### src/rtl/rrb_pkg.sv
`timescale 1ns/1ps
package rrb_pkg;
  typedef enum logic [2:0] {
    ST_IDLE, ST_PATH, ST_HDR, ST_DATA, ST_DCRC, ST_EOP
  } st_e;

  localparam int unsigned TYPE_BIT  = 6;
  localparam int unsigned WRITE_BIT = 5;
  localparam int unsigned ACK_BIT   = 3;
  localparam int unsigned LEN_W     = 24;
  localparam int unsigned HIDX_W    = 4;

  function automatic logic [7:0] crc8_step(input logic [7:0] crc,
                                           input logic [7:0] b,
                                           input logic [7:0] poly);
    logic [7:0] c;
    c = crc ^ b;
    for (int i = 0; i < 8; i++) c = c[7] ? ((c << 1) ^ poly) : (c << 1);
    return c;
  endfunction
endpackage

### src/rtl/rrb_crc8.sv
`timescale 1ns/1ps
module rrb_crc8 #(
  parameter logic [7:0] POLY = 8'h07
) (
  input  logic       clk_i,
  input  logic       rst_ni,
  input  logic       clr_i,
  input  logic       en_i,
  input  logic [7:0] byte_i,
  output logic [7:0] crc_o
);
  logic [7:0] crc_q;

  always_ff @(posedge clk_i or negedge rst_ni) begin
    if (!rst_ni)    crc_q <= '0;
    else if (clr_i) crc_q <= '0;
    else if (en_i)  crc_q <= rrb_pkg::crc8_step(crc_q, byte_i, POLY);
  end

  assign crc_o = crc_q;
endmodule

### src/rtl/rrb_path_scan.sv
`timescale 1ns/1ps
module rrb_path_scan #(
  parameter int unsigned PATH_MAX = 12,
  localparam int unsigned IDX_W = $clog2(PATH_MAX + 1)
) (
  input  logic                  clk_i,
  input  logic                  rst_ni,
  input  logic [8*PATH_MAX-1:0] path_i,
  input  logic [IDX_W-1:0]      len_i,
  output logic [IDX_W-1:0]      first_o,
  output logic                  found_o
);
  logic [PATH_MAX-1:0] nz;

  for (genvar k = 0; k < PATH_MAX; k++) begin : g_nz
    assign nz[k] = (path_i[8*k +: 8] != 8'h00) && (len_i > IDX_W'(k));
  end

  always_comb begin
    found_o = 1'b0;
    first_o = '0;
    for (int k = PATH_MAX - 1; k >= 0; k--) begin
      if (nz[k]) begin
        found_o = 1'b1;
        first_o = IDX_W'(k);
      end
    end
  end

  p_first_nz_r7: assert property (@(posedge clk_i) disable iff (!rst_ni)
    found_o |-> (path_i[{first_o, 3'b000} +: 8] != 8'h00) && (first_o < len_i));
endmodule

### src/rtl/rrb_hdr_mux.sv
`timescale 1ns/1ps
module rrb_hdr_mux #(
  parameter logic [7:0] PROTO_ID = 8'h01
) (
  input  logic [rrb_pkg::HIDX_W-1:0] idx_i,
  input  logic                       is_read_i,
  input  logic [7:0]                 src_la_i,
  input  logic [7:0]                 dst_la_i,
  input  logic [7:0]                 instr_i,
  input  logic [7:0]                 status_i,
  input  logic [15:0]                tid_i,
  input  logic [rrb_pkg::LEN_W-1:0]  len_i,
  input  logic [7:0]                 crc_i,
  output logic [7:0]                 byte_o,
  output logic                       last_o
);
  localparam logic [rrb_pkg::HIDX_W-1:0] WR_LAST = 4'd7;
  localparam logic [rrb_pkg::HIDX_W-1:0] RD_LAST = 4'd11;

  logic [7:0] instr_rep;

  always_comb begin
    instr_rep = instr_i;
    instr_rep[rrb_pkg::TYPE_BIT] = 1'b0;
  end

  assign last_o = (idx_i == (is_read_i ? RD_LAST : WR_LAST));

  always_comb begin
    unique case (idx_i)
      4'd0:    byte_o = src_la_i;
      4'd1:    byte_o = PROTO_ID;
      4'd2:    byte_o = instr_rep;
      4'd3:    byte_o = status_i;
      4'd4:    byte_o = dst_la_i;
      4'd5:    byte_o = tid_i[15:8];
      4'd6:    byte_o = tid_i[7:0];
      4'd7:    byte_o = is_read_i ? 8'h00 : crc_i;
      4'd8:    byte_o = len_i[23:16];
      4'd9:    byte_o = len_i[15:8];
      4'd10:   byte_o = len_i[7:0];
      default: byte_o = crc_i;
    endcase
  end
endmodule

### src/rtl/rrb_reply_builder.sv
`timescale 1ns/1ps
module rrb_reply_builder #(
  parameter int unsigned PATH_MAX = 12,
  parameter logic [7:0]  PROTO_ID = 8'h01,
  parameter logic [7:0]  CRC_POLY = 8'h07,
  localparam int unsigned IDX_W = $clog2(PATH_MAX + 1)
) (
  input  logic                      clk_i,
  input  logic                      rst_ni,
  input  logic                      start_i,
  output logic                      busy_o,
  input  logic                      header_ok_i,
  input  logic [8*PATH_MAX-1:0]     path_i,
  input  logic [IDX_W-1:0]          path_len_i,
  input  logic [7:0]                src_la_i,
  input  logic [7:0]                dst_la_i,
  input  logic [7:0]                instr_i,
  input  logic [15:0]               tid_i,
  input  logic [7:0]                status_i,
  input  logic [rrb_pkg::LEN_W-1:0] data_len_i,
  input  logic                      dat_valid_i,
  input  logic [7:0]                dat_i,
  output logic                      dat_ready_o,
  output logic                      tx_valid_o,
  input  logic                      tx_ready_i,
  output logic [7:0]                tx_data_o,
  output logic                      tx_eop_o
);
  import rrb_pkg::*;

  st_e                   state_q;
  logic [8*PATH_MAX-1:0] path_q;
  logic [IDX_W-1:0]      plen_q, pidx_q;
  logic [HIDX_W-1:0]     hidx_q;
  logic [7:0]            src_la_q, dst_la_q, instr_q, status_q, dbyte_q;
  logic [15:0]           tid_q;
  logic [LEN_W-1:0]      len_q, rem_q;
  logic                  is_read_q, have_q;

  logic [IDX_W-1:0] scan_first;
  logic             scan_found;
  logic [7:0]       hdr_byte, hcrc, dcrc;
  logic             hdr_last, tx_fire, dat_fire;
  logic             in_is_read, in_send;

  rrb_path_scan #(.PATH_MAX(PATH_MAX)) u_scan (
    .clk_i(clk_i), .rst_ni(rst_ni),
    .path_i(path_i), .len_i(path_len_i),
    .first_o(scan_first), .found_o(scan_found)
  );

  rrb_hdr_mux #(.PROTO_ID(PROTO_ID)) u_hdr (
    .idx_i(hidx_q), .is_read_i(is_read_q),
    .src_la_i(src_la_q), .dst_la_i(dst_la_q), .instr_i(instr_q),
    .status_i(status_q), .tid_i(tid_q), .len_i(len_q), .crc_i(hcrc),
    .byte_o(hdr_byte), .last_o(hdr_last)
  );

  rrb_crc8 #(.POLY(CRC_POLY)) u_hcrc (
    .clk_i(clk_i), .rst_ni(rst_ni),
    .clr_i(state_q == ST_IDLE),
    .en_i((state_q == ST_HDR) && tx_fire && !hdr_last),
    .byte_i(hdr_byte), .crc_o(hcrc)
  );

  rrb_crc8 #(.POLY(CRC_POLY)) u_dcrc (
    .clk_i(clk_i), .rst_ni(rst_ni),
    .clr_i(state_q == ST_IDLE),
    .en_i((state_q == ST_DATA) && tx_fire),
    .byte_i(dbyte_q), .crc_o(dcrc)
  );

  assign in_is_read = !instr_i[WRITE_BIT];
  assign in_send    = header_ok_i && (in_is_read || instr_i[ACK_BIT]);

  // Output beat selection: every source is a register, so a stalled beat holds
  always_comb begin
    tx_valid_o = 1'b0;
    tx_data_o  = 8'h00;
    tx_eop_o   = 1'b0;
    unique case (state_q)
      ST_PATH: begin tx_valid_o = 1'b1; tx_data_o = path_q[{pidx_q, 3'b000} +: 8]; end
      ST_HDR:  begin tx_valid_o = 1'b1; tx_data_o = hdr_byte; end
      ST_DATA: begin tx_valid_o = have_q; tx_data_o = dbyte_q; end
      ST_DCRC: begin tx_valid_o = 1'b1; tx_data_o = dcrc; end
      ST_EOP:  begin tx_valid_o = 1'b1; tx_eop_o = 1'b1; end
      default: ;
    endcase
  end

  assign tx_fire     = tx_valid_o && tx_ready_i;
  assign dat_ready_o = (state_q == ST_DATA) && !have_q;
  assign dat_fire    = dat_valid_i && dat_ready_o;
  assign busy_o      = (state_q != ST_IDLE);

  always_ff @(posedge clk_i or negedge rst_ni) begin
    if (!rst_ni) begin
      state_q   <= ST_IDLE;
      path_q    <= '0;
      plen_q    <= '0;
      pidx_q    <= '0;
      hidx_q    <= '0;
      src_la_q  <= '0;
      dst_la_q  <= '0;
      instr_q   <= '0;
      status_q  <= '0;
      tid_q     <= '0;
      len_q     <= '0;
      rem_q     <= '0;
      is_read_q <= 1'b0;
      have_q    <= 1'b0;
      dbyte_q   <= '0;
    end else begin
      unique case (state_q)
        ST_IDLE: if (start_i) begin
          path_q    <= path_i;
          plen_q    <= path_len_i;
          pidx_q    <= scan_first;
          hidx_q    <= '0;
          src_la_q  <= src_la_i;
          dst_la_q  <= dst_la_i;
          instr_q   <= instr_i;
          status_q  <= status_i;
          tid_q     <= tid_i;
          is_read_q <= in_is_read;
          have_q    <= 1'b0;
          len_q     <= (in_is_read && status_i == 8'h00) ? data_len_i : '0;
          if (in_send) state_q <= scan_found ? ST_PATH : ST_HDR;
        end
        ST_PATH: if (tx_fire) begin
          if ((pidx_q + IDX_W'(1)) == plen_q) state_q <= ST_HDR;
          else pidx_q <= pidx_q + IDX_W'(1);
        end
        ST_HDR: if (tx_fire) begin
          if (!hdr_last) hidx_q <= hidx_q + HIDX_W'(1);
          else if (!is_read_q) state_q <= ST_EOP;
          else if (len_q != '0) begin
            state_q <= ST_DATA;
            rem_q   <= len_q;
          end else state_q <= ST_DCRC;
        end
        ST_DATA: begin
          if (dat_fire) begin
            have_q  <= 1'b1;
            dbyte_q <= dat_i;
          end
          if (tx_fire) begin
            have_q <= 1'b0;
            rem_q  <= rem_q - LEN_W'(1);
            if (rem_q == LEN_W'(1)) state_q <= ST_DCRC;
          end
        end
        ST_DCRC: if (tx_fire) state_q <= ST_EOP;
        ST_EOP:  if (tx_fire) state_q <= ST_IDLE;
        default: state_q <= ST_IDLE;
      endcase
    end
  end

  p_hold_stable_r11: assert property (@(posedge clk_i) disable iff (!rst_ni)
    tx_valid_o && !tx_ready_i |=> tx_valid_o && $stable(tx_data_o) && $stable(tx_eop_o));

  p_eop_ends_r12: assert property (@(posedge clk_i) disable iff (!rst_ni)
    tx_valid_o && tx_ready_i && tx_eop_o |=> !busy_o);

  p_noack_silent_r2: assert property (@(posedge clk_i) disable iff (!rst_ni)
    !busy_o && start_i && instr_i[WRITE_BIT] && !instr_i[ACK_BIT] |=> !busy_o);

  p_bad_hdr_silent_r3: assert property (@(posedge clk_i) disable iff (!rst_ni)
    !busy_o && start_i && !header_ok_i |=> !busy_o);

  p_err_no_data_r10: assert property (@(posedge clk_i) disable iff (!rst_ni)
    (state_q == ST_DATA) |-> (status_q == 8'h00) && (rem_q != '0));

  p_busy_start_ignored_r13: assert property (@(posedge clk_i) disable iff (!rst_ni)
    busy_o && start_i && !tx_eop_o |=> busy_o && $stable(tid_q));
endmodule

### config.mk
export PLATFORM = sky130hd
export DESIGN_NAME = rrb_reply_builder
export DESIGN_NICKNAME = d
export VERILOG_FILES = /design/src/rtl/rrb_pkg.sv /design/src/rtl/rrb_crc8.sv /design/src/rtl/rrb_path_scan.sv /design/src/rtl/rrb_hdr_mux.sv /design/src/rtl/rrb_reply_builder.sv
export SDC_FILE = /design/constraint.sdc
export NUM_CORES = 1
export LEC_CHECK = 0
export ABC_AREA = 1
export BUFFER_PORTS_ARGS = -buffer_cell sky130_fd_sc_hd__buf_2
export CAP_MARGIN = 0
export CORE_MARGIN = 1.5
export CORE_UTILIZATION = 45
export CTS_CLUSTER_DIAMETER = 60
export DETAILED_ROUTE_END_ITERATION = 12
export PLACE_DENSITY = 0.8
export REMOVE_ABC_BUFFERS = 1
export SKIP_LAST_GASP = 1
export SLEW_MARGIN = 20
export SYNTH_ARGS = -nofsm -noshare
export SYNTH_HDL_FRONTEND = slang
export SYNTH_SLANG_ARGS = --single-unit
### constraint.sdc
create_clock -name clk_i -period 2.2 [get_ports clk_i]
set_clock_uncertainty 0.2 [all_clocks]
set_input_delay 0.22 -clock clk_i [delete_from_list [all_inputs] [get_ports clk_i]]
set_output_delay 0.22 -clock clk_i [all_outputs]
set_load 0.05 [all_outputs]
# --- Yosys cells after proc, flatten, opt, wreduce, memory -nomap -nowiden ---
# Cells that the tools add are included.
totals:
  ff_bits: 233
  out_inout_bits: 12
  inputBits: 186
  wordCells: 222
classes:
  n_eq_ne: 33
  reduce_logical: 55
  muxes: 83
  shift: 1
  addsub: 3
  bitwise_logic: 18
  magnitude_cmp: 12
ops:
  columns: ["op", "count"]
  rows:
  - ["24-bit 2-to-1 mux", 6]
  - ["8-bit nonzero test", 12]
  - ["96-bit by 8-bit indexed part select with 8-bit output", 1]
  - ["8-bit one-hot mux with 11 select lines", 1]
  - ["3-bit 2-to-1 mux", 28]
  - ["4-bit 2-to-1 mux", 19]
  - ["3-bit NOT", 16]
  - ["24-bit one-hot mux with 2 select lines", 1]
  - ["8-bit 2-to-1 mux", 5]
  - ["8-bit one-hot mux with 4 select lines", 1]
  - ["24-bit by 1-bit == test with 1-bit output (second input constant)", 1]
  - ["2-bit != test (second input constant)", 12]
  - ["24-bit nonzero test", 1]
  - ["24-bit by 1-bit subtractor with 24-bit output (second input constant)", 1]
  - ["1-bit logical AND", 20]
  - ["3-bit one-hot mux with 6 select lines", 1]
  - ["4-bit by 3-bit == test with 1-bit output (second input constant)", 4]
  - ["4-bit by 3-bit greater-than comparator with 1-bit output (second input constant)", 4]
  - ["4-bit greater-than comparator (second input constant)", 4]
  - ["1-bit 2-to-1 mux", 16]
  - ["4-bit one-hot mux with 2 select lines", 2]
  - ["8-bit XOR", 2]
  - ["4-bit == test (second input constant)", 3]
  - ["2-bit nonzero test", 6]
  - ["other kinds (25)", 38]

# --- Longest topological paths before layout ---
# Gate-level depths: netlist of run 1.
depth:
  depth_word: 21
  ltp_mapped: 19
  depth_no_buf: 18

# --- Modules after synthesis ---
# Synthesis of run 1 repeated with hierarchy kept, for this count alone.
unflattened:
  hier_cells: 1927
  hier_area_um2: 13327.8
modules_own_cells:
  columns: ["module", "seq_area_each_um2", "cells_per_inst", "instances", "area_per_inst_um2"]
  rows:
  - ["rrb_reply_builder", 5430.2, 1402, 1, 10611.4]
  - ["rrb_crc8", 200.2, 104, 2, 654.4]
  - ["rrb_hdr_mux", 0.0, 206, 1, 885.8]
  - ["rrb_path_scan", 0.0, 111, 1, 521.8]

# --- Worst setup path after synthesis of run 1 ---
# OpenSTA, ideal clock, no wires.
synth_path:
  path_kind: "flip-flop to output port"
  from: "register hidx_q[0]"
  to: "output tx_data_o[0]"
  path_buffers: 2
  required_time_ns: 1.780
  path_stages_with_launch: 12
  slack_ns: -0.986
  arrival_time_ns: 2.766
  path_cell_list: "dfrtp_1 -> inv_1 -> ha_1 -> buf_2 -> nand2_1 -> nand2_1 -> nor2_2 -> nand2_1 -> nor2_2 -> buf_2 -> o21ai_0 -> o21ai_0"
synth_via:
  elab_chain_cells: 3
  elab_cells_between_ends: 13
  cone_classes: "10 x eq/ne; 2 x mux; 1 x reduce/logical"
synth_lines:
  columns: ["item", "line", "rtl"]
  rows:
  - ["start, declared", "rrb_reply_builder.sv:34", "logic [HIDX_W-1:0] hidx_q;"]
  - ["start signal, assigned", "rrb_reply_builder.sv:135", "if (!hdr_last) hidx_q <= hidx_q + HIDX_W'(1);"]
  - ["4-bit == test, or another cell as far along", "rrb_hdr_mux.sv:30", "unique case (idx_i)"]
  - ["8-bit one-hot mux with 11 select lines *", "rrb_hdr_mux.sv:30", null]
  - ["8-bit one-hot mux with 4 select lines *", "rrb_reply_builder.sv:81", "unique case (state_q)"]
  - ["end, declared", "rrb_reply_builder.sv:26", "output logic [7:0] tx_data_o,"]
# Mark *: on every way between the ends. The rest lies on a longest branch, timed or not.

# --- Final worst setup path of run 1 ---
layout_path:
  from: "register hidx_q[0]"
  to: "output tx_data_o[4]"
# The elaborated chain is that of the path after synthesis.

==> results of run 1 <==
[routing by layer]
metal  share of wire  GRT usage  up-vias  wire [um]
met2            0.48      0.531     1016      24000
met5         0.00024          0        -         12
met4           0.056      0.163        2       2800
met3           0.087     0.0532      253       4330
met1            0.38      0.393     7055      18800
li1                -          -     6759          -
[per-stage QoR]
stage | hold slack [ns] | power (W)
6_report | 0.0697 | 0.0282
5_1_grt | 0.0862 | 0.0298
4_1_cts | 0.0640 | 0.0255
3_5_place_dp | -0.0404 | 0.0195
3_3_place_gp | -0.0383 | 0.0191
2_1_floorplan | -0.276 | 0.0149
[repair_timing]
action / in CTS / in global routing
hold buffers: 183 / 0
buffers inserted: 14 / 28
hold endpoints to repair: 413 / 0
gates cloned: 1 / 3
resized for setup: 104 / 150
pin swaps: 35 / 53
setup endpoints to repair: 53 / 72
[worst max path at each step]
stage / start / end
after floorplan: state_q[0]$_DFFE_PN0P_ / u_hcrc.crc_o[7]$_DFFE_PN0P_
after global placement: hidx_q[0]$_DFFE_PN0P_ / tx_data_o[0]
after detailed placement: hidx_q[0]$_DFFE_PN0P_ / tx_data_o[0]
after CTS: hidx_q[0]$_DFFE_PN0P_ / tx_data_o[4]
after global routing: hidx_q[1]$_DFFE_PN0P_ / tx_data_o[5]
final: hidx_q[0]$_DFFE_PN0P_ / tx_data_o[4]
[where the power goes]
part | internal (W) | switching, W
logic | 0.00674 | 0.00946
clock network | 0.00265 | 0.00190
registers | 0.00603 | 0.00143
[worst min-delay path: cells and delay by family]
kind,cells,cell delay [ns]
AO/OA/AOI/OAI,1,0.07
AND/OR/NAND/NOR,2,0.14
buffers and inverters,2,0.32
[cells in the final DEF, fill, tap and decap left out, types with 17 or more instances in the layout]
| master | count |
|---|---|
| a21oi_1 | 17 |
| buf_12 | 17 |
| buf_2 | 185 |
| buf_4 | 121 |
| buf_6 | 30 |
| clkbuf_16 | 30 |
| dfrtp_1 | 224 |
| dlygate4sd3_1 | 182 |
| inv_1 | 172 |
| inv_2 | 19 |
| nand2_1 | 514 |
| nand2_2 | 25 |
| nand3_1 | 63 |
| nand3_2 | 17 |
| nand4_1 | 40 |
| nor2_1 | 140 |
| o21ai_0 | 188 |
| o21ai_1 | 17 |
| o22ai_1 | 18 |
| xor2_1 | 20 |
[flip-flops by register name, indices dropped and copies added (netlist names)]
signal,cells
dbyte_q,8
dst_la_q,8
have_q,1
hidx_q,4
instr_q,7
is_read_q,1
len_q,24
path_q,96
pidx_q,4
plen_q,4
rem_q,24
src_la_q,8
state_q,3
status_q,8
tid_q,16
u_dcrc.crc_o,8
u_hcrc.crc_o,8
[cell families after synthesis]
group,synth area share
and+or+nand+nor,0.280
AOI/OAI and AO/OA,0.143
buffers and inverters,0.0839
DFF,0.446
xor gates and xnor gates,0.0242
muxes,0.0154
adders and majority gates,0.00673
[cell type report]
cell class	count	area (sq um)	share of cell area
flip-flops and latches	232	5820	0.302
well taps	384	480	0.0249
multi-input cells	1257	6780	0.352
diodes	4	10.0	0.000519
inverters	202	778	0.0404
repair buffers	545	4520	0.235
clock inverters	12	131	0.00682
clock buffers	38	757	0.0393
==> results_dict.tcl, run 1 <==
set metrics [dict create \
    wl_um 49900 \
    fp-row-count 62 \
    dp_cells 2395 \
    yosys_warnings 0 \
    cts_buffer_depth 3 \
    synth_top_cell_by_area "dfrtp_1" \
    cap_violations 0 \
    grt_max_degree 104 \
    finalNonFillerCells 2674 \
    gp_congestion 0.910 \
    portBuffers 196 \
    grt_pass1_wl_um 76200 \
    reg2reg_from "hidx_q[0]$_DFFE_PN0P_" \
    clock-sinks 232 \
    async_flop_share 1.00 \
    end_kind "primary output" \
    grt_overflow 0 \
    synth_top_area_share 0.446 \
    grt_setup_unrepaired "yes" \
    fin_ws_ns -0.887 \
    first_pass_iters 6 \
    synthCells 1767 \
    nets 2458 \
    die_w_um 173 \
    ir_worst_vdd_mv 0.893 \
    antenna_found_initial 5 \
    rr_endpoint "u_hcrc.crc_o[6]$_DFFE_PN0P_" \
    slew_viol_final 0 \
    synth_flop_cell "dfrtp_1" \
    ys_seq_area_frac 0.446 \
    clk_latency_ns 0.55 \
    path_delay_family "buffers and inverters" \
    start_util 0.456 \
    worstSetupPathType "register to primary output" \
    cpMostUsedCell "buf_6" \
    syn_area_per_cell_sq_um 7.36 \
    io_pins 198 \
    cp.depth 14 \
    cts_tree "yes" \
    vias 15085 \
    area_delta_synth_final_pct 48.1 \
    grt.total_usage 0.316 \
    dp_slack_ns -0.442 \
    avgViaCountPerCell 5.64 \
    leakage_nw 9.44 \
    report.final.setup_viol 60 \
    fp.dieH_um 173 \
    failed_checks "setup timing" \
    crit_buf_inv 6 \
    tns_ns -23.47 \
    cp_max_fo 8 \
    slew_headroom 0.530 \
    ant_nets 0 \
    synth_seq_cells 232 \
    drtIter0Drc 1658 \
    nFillCells 2066 \
    cts-root-buf "clkbuf_16" \
    synth.distinct_cells 51 \
    outcome "complete, but fails checks" \
    final_cell_area_sq_mm 0.0193 \
    grt_pass1_vias 14686 \
    worstMarginPinSlew_ns 0.697 \
    htree_num_levels 1 \
    cp_slowest_cell "dfrtp_2" \
    cp-start-kind "register" \
    drc 0 \
    ff2ff_setup_slack_ns -0.70 \
    synth_area_leaders "dfrtp_1 (45%), nand2_1 (16%), o21ai_0 (7.9%), inv_1 (5.4%), nor2_1 (4.6%)" \
    core_area_sq_mm 0.0285 \
    min-delay-start "start_i" \
    post_dp_cell_area_sq_mm 0.0153 \
    hold_viol 0 \
    finalCriticalPeriod_ns 3.09 \
    yosysMostFrequentCell "nand2_1" \
    min_period_over_period 1.40 \
    cp_cell_sequence "buf_6 > ha_4 > buf_12 > nand2_8 > nand2_4 > nor2_4 > inv_2 > nor2_4 > buf_6 > buf_6 > nand2_2 > o211ai_1 > nand3b_1 > buf_6" \
    min_to "plen_q[3]$_DFFE_PN0P_" \
    reg2reg_depth 22 \
    dieArea_sq_mm 0.0299 \
    fmax_mhz 324 \
    cp_data_arrival_time_ns 2.67 \
    min_path_cells 5 \
    min_path_type "primary input to register" \
    drive_gt1_frac 0.253 \
    wire_per_inst_um 18.7 \
    critPathMaxStageDelay_ns 0.46 \
    powerDensity_mw_per_mm2 1460 \
    synth_edf_count 0 \
    ys_top_cells_by_count "nand2_1 (541), dfrtp_1 (232), o21ai_0 (205), inv_1 (187), nor2_1 (159)" \
    synth_area_sq_mm 0.0130 \
    worst_ep_required_time_ns 1.78 \
    clkTransAtPathRegs_ns 0.06 \
    cts_buffers 27 \
    hpwl_um 29500 \
    final_core_util 0.675 \
]
Power figures use the tool's default switching activity.
==> run 2, diff against run 1 <==
--- a/config.mk
+++ b/config.mk
@@ -12,7 +12,7 @@
 export CORE_UTILIZATION = 45
 export CTS_CLUSTER_DIAMETER = 60
 export DETAILED_ROUTE_END_ITERATION = 12
-export PLACE_DENSITY = 0.8
+export PLACE_DENSITY = 0.78
 export REMOVE_ABC_BUFFERS = 1
 export SKIP_LAST_GASP = 1
 export SLEW_MARGIN = 20
==> constraint.sdc (replaced) <==
create_clock -name clk_i -period 3.9 [get_ports clk_i]
set_clock_uncertainty 0.2 [all_clocks]
set_input_delay 0.39 -clock clk_i [delete_from_list [all_inputs] [get_ports clk_i]]
set_output_delay 0.39 -clock clk_i [all_outputs]
set_load 0.05 [all_outputs]
==> run 2 against run 1 <==
  * The flow now finishes without violations
  * Final cell count decreased by 5.7%
  * Worst hold slack got worse by 0.0071 ns
  * Power decreased by 52%
  * Highest routed layer unchanged
  * Critical endpoint is now tx_data_o[0]
  * Utilization decreased by 7.5 points
  * Clock power decreased by 37%
  * Sequential share of layout area increased by 3.7 points
  * Largest power group unchanged
==> results_dict.tcl, run 2 (synthesis results as in run 1) <==
set metrics [dict create \
    drive_gt1_frac 0.147 \
    htree_num_levels 1 \
    multiInputGateArea_sq_mm 0.00614 \
    finalCriticalPeriod_ns 3.76 \
    nets 2305 \
    final_cell_area_sq_mm 0.0171 \
    wl_met3_um 3070 \
    cap_violations 0 \
    largest_reg_flops 96 \
    pwr-share-seq 0.305 \
    swShare 0.456 \
    regMostFlops "path_q" \
    leakage_nw 8.52 \
    cp_cell_sequence "inv_1 > ha_1 > nand2_1 > nand2_1 > nor2_2 > nand2_1 > nor2_4 > o21ai_0 > o21ai_0 > buf_2" \
    grt.total_usage 0.288 \
    outcome "finished, final reports clean" \
    drc 0 \
    die_w_um 173 \
    p_int_w 0.00731 \
    wl_um 42900 \
    min_path_type "primary input to register" \
    start_util 0.456 \
    drtIter0Drc 1296 \
    wl_met1_um 17800 \
    cpMostUsedCell "nand2_1" \
    ir_worst_vdd_mv 0.532 \
    post_dp_cell_area_sq_mm 0.0143 \
    powerDensity_mw_per_mm2 784 \
    end_kind "primary output" \
    top_layer "met5" \
    cp_slowest_cell "dfrtp_1" \
    tns_ns 0 \
    final_common_cell "nand2_1" \
    dieArea_sq_mm 0.0299 \
    nFillCells 2364 \
    grt_setup_unrepaired "no" \
    grt_overflow 0 \
    slew_viol_final 0 \
    wl_met2_um 19800 \
    slew_headroom 0.337 \
    gp_congestion 0.920 \
    min_period_over_period 0.963 \
    final_cell_mix "nand2_1 (541), dfrtp_1 (232), o21ai_0 (205)" \
    cts_buffers 29 \
    cts_tree "yes" \
    worstMarginPinSlew_ns 0.992 \
    worst_ep_required_time_ns 3.31 \
    avgViaCountPerCell 5.45 \
    antenna_found_initial 3 \
    grt_max_degree 243 \
    post_cts_buffers 0 \
    grt_pass1_vias 13774 \
    p_clk_frac 0.212 \
    report.final.setup_viol 0 \
    cp_max_fo 14 \
    wire_per_inst_um 17.0 \
    hpwl_um 27400 \
    fp.dieH_um 173 \
    vias 13736 \
    area_delta_synth_final_pct 31.7 \
    reg.largest.list "path_q: 96 flops, len_q: 24 flops, rem_q: 24 flops" \
    cp-start-kind "register" \
    reg2reg_from "hidx_q[3]$_DFFE_PN0P_" \
    worstSetupPathType "register to primary output" \
    fp-row-count 62 \
    startpoint "hidx_q[0]$_DFFE_PN0P_" \
    min-delay-start "path_len_i[2]" \
    grt_pass1_wl_um 70200 \
    portBuffers 196 \
    power_frac_comb 0.482 \
    clkTransAtPathRegs_ns 0.06 \
    clock-sinks 232 \
    fmax_mhz 266 \
    regArea_sq_mm 0.00581 \
    cp_data_arrival_time_ns 3.17 \
    ant_nets 0 \
    cts_buffer_depth 3 \
    hold_viol 0 \
    netSwitchingPower_w 0.00614 \
    power.total_w 0.0134 \
    clk_latency_ns 0.55 \
    path_delay_family "simple AND/OR/NAND/NOR gates" \
    cts-root-buf "clkbuf_16" \
    core_area_sq_mm 0.0285 \
    crit_buf_inv 2 \
    critPathMaxStageDelay_ns 0.40 \
    io_pins 198 \
    first_pass_iters 7 \
]
==> run 2: cell count changes in the layout (fill, tap and decap cells not counted), moves of 15 or more <==
cell	change
inv_1	+15
nor2_1	+19
buf_4	-107
nand2_1	+27
o21ai_0	+17
nand3_1	+15
buf_6	-30
nand2_2	-21
==> run 2: cell type report <==
class / instances / share of cell area
multi-input combinational: 1257 / 0.358
sequential: 232 / 0.339
timing repair buffer: 390 / 0.171
clock buffer: 38 / 0.0478
inverter: 202 / 0.0442
tap: 384 / 0.0280
clock inverter: 16 / 0.0123
antenna: 2 / 0.000292
==> run 2: path summary, 6_finish.rpt <==
check	to	slack [ns]	depth (start not counted)
max	tx_data_o[0]	0.14	10
max in group asynchronous	u_hcrc.crc_o[3]$_DFFE_PN0P_	2.42	3
max reg2reg	hidx_q[0]$_DFFE_PN0P_	0.96	8
min reg2reg	tid_q[1]$_DFFE_PN0P_	0.28	2
min in group asynchronous	path_q[69]$_DFFE_PN0P_	0.23	2
min	plen_q[2]$_DFFE_PN0P_	0.06	3
==> run 2: power groups by stage <==
stage               registers (W)  logic (W)  clock network [W]
floorplan                 0.00398    0.00442                  0
global placement          0.00405    0.00600                  0
detailed placement        0.00409    0.00614                  0
CTS                       0.00406    0.00634            0.00288
global route              0.00420    0.00720            0.00299
finish                    0.00411    0.00648            0.00286
==> run 2: timing repair <==
| item | in CTS | in global routing |
|---|---|---|
| hold buffers | 177 | 0 |
| gates resized for setup | 1 | 1 |
| pin swaps | 0 | 1 |
| hold endpoints to repair | 266 | 0 |
| setup endpoints to repair | 3 | 4 |
==> run 2: metrics by stage <==
step	hold WS (ns)	worst slack (ns)	std cells	utilization
6_report	0.0625	0.144	2521	0.601
5_1_grt	0.0783	0.00516	2521	0.601
4_1_cts	0.0458	0.0991	2519	0.600
3_5_place_dp	0.256	0.543	2288	0.502
3_3_place_gp	0.259	0.580	2288	0.502
2_1_floorplan	-0.106	-1.58	1691	-
==> run 2: tightest hold or removal path, cell delays in order <==
cell and delay (ns):
buf_2 0.14, inv_1 0.13, o21ai_0 0.11
==> run 2: routing by layer <==
layer | track usage | vias to the layer above
li1 | - | 6447
met1 | 0.380 | 6402
met2 | 0.467 | 694
met3 | 0.0405 | 191
met4 | 0.141 | 2
met5 | 0 | -
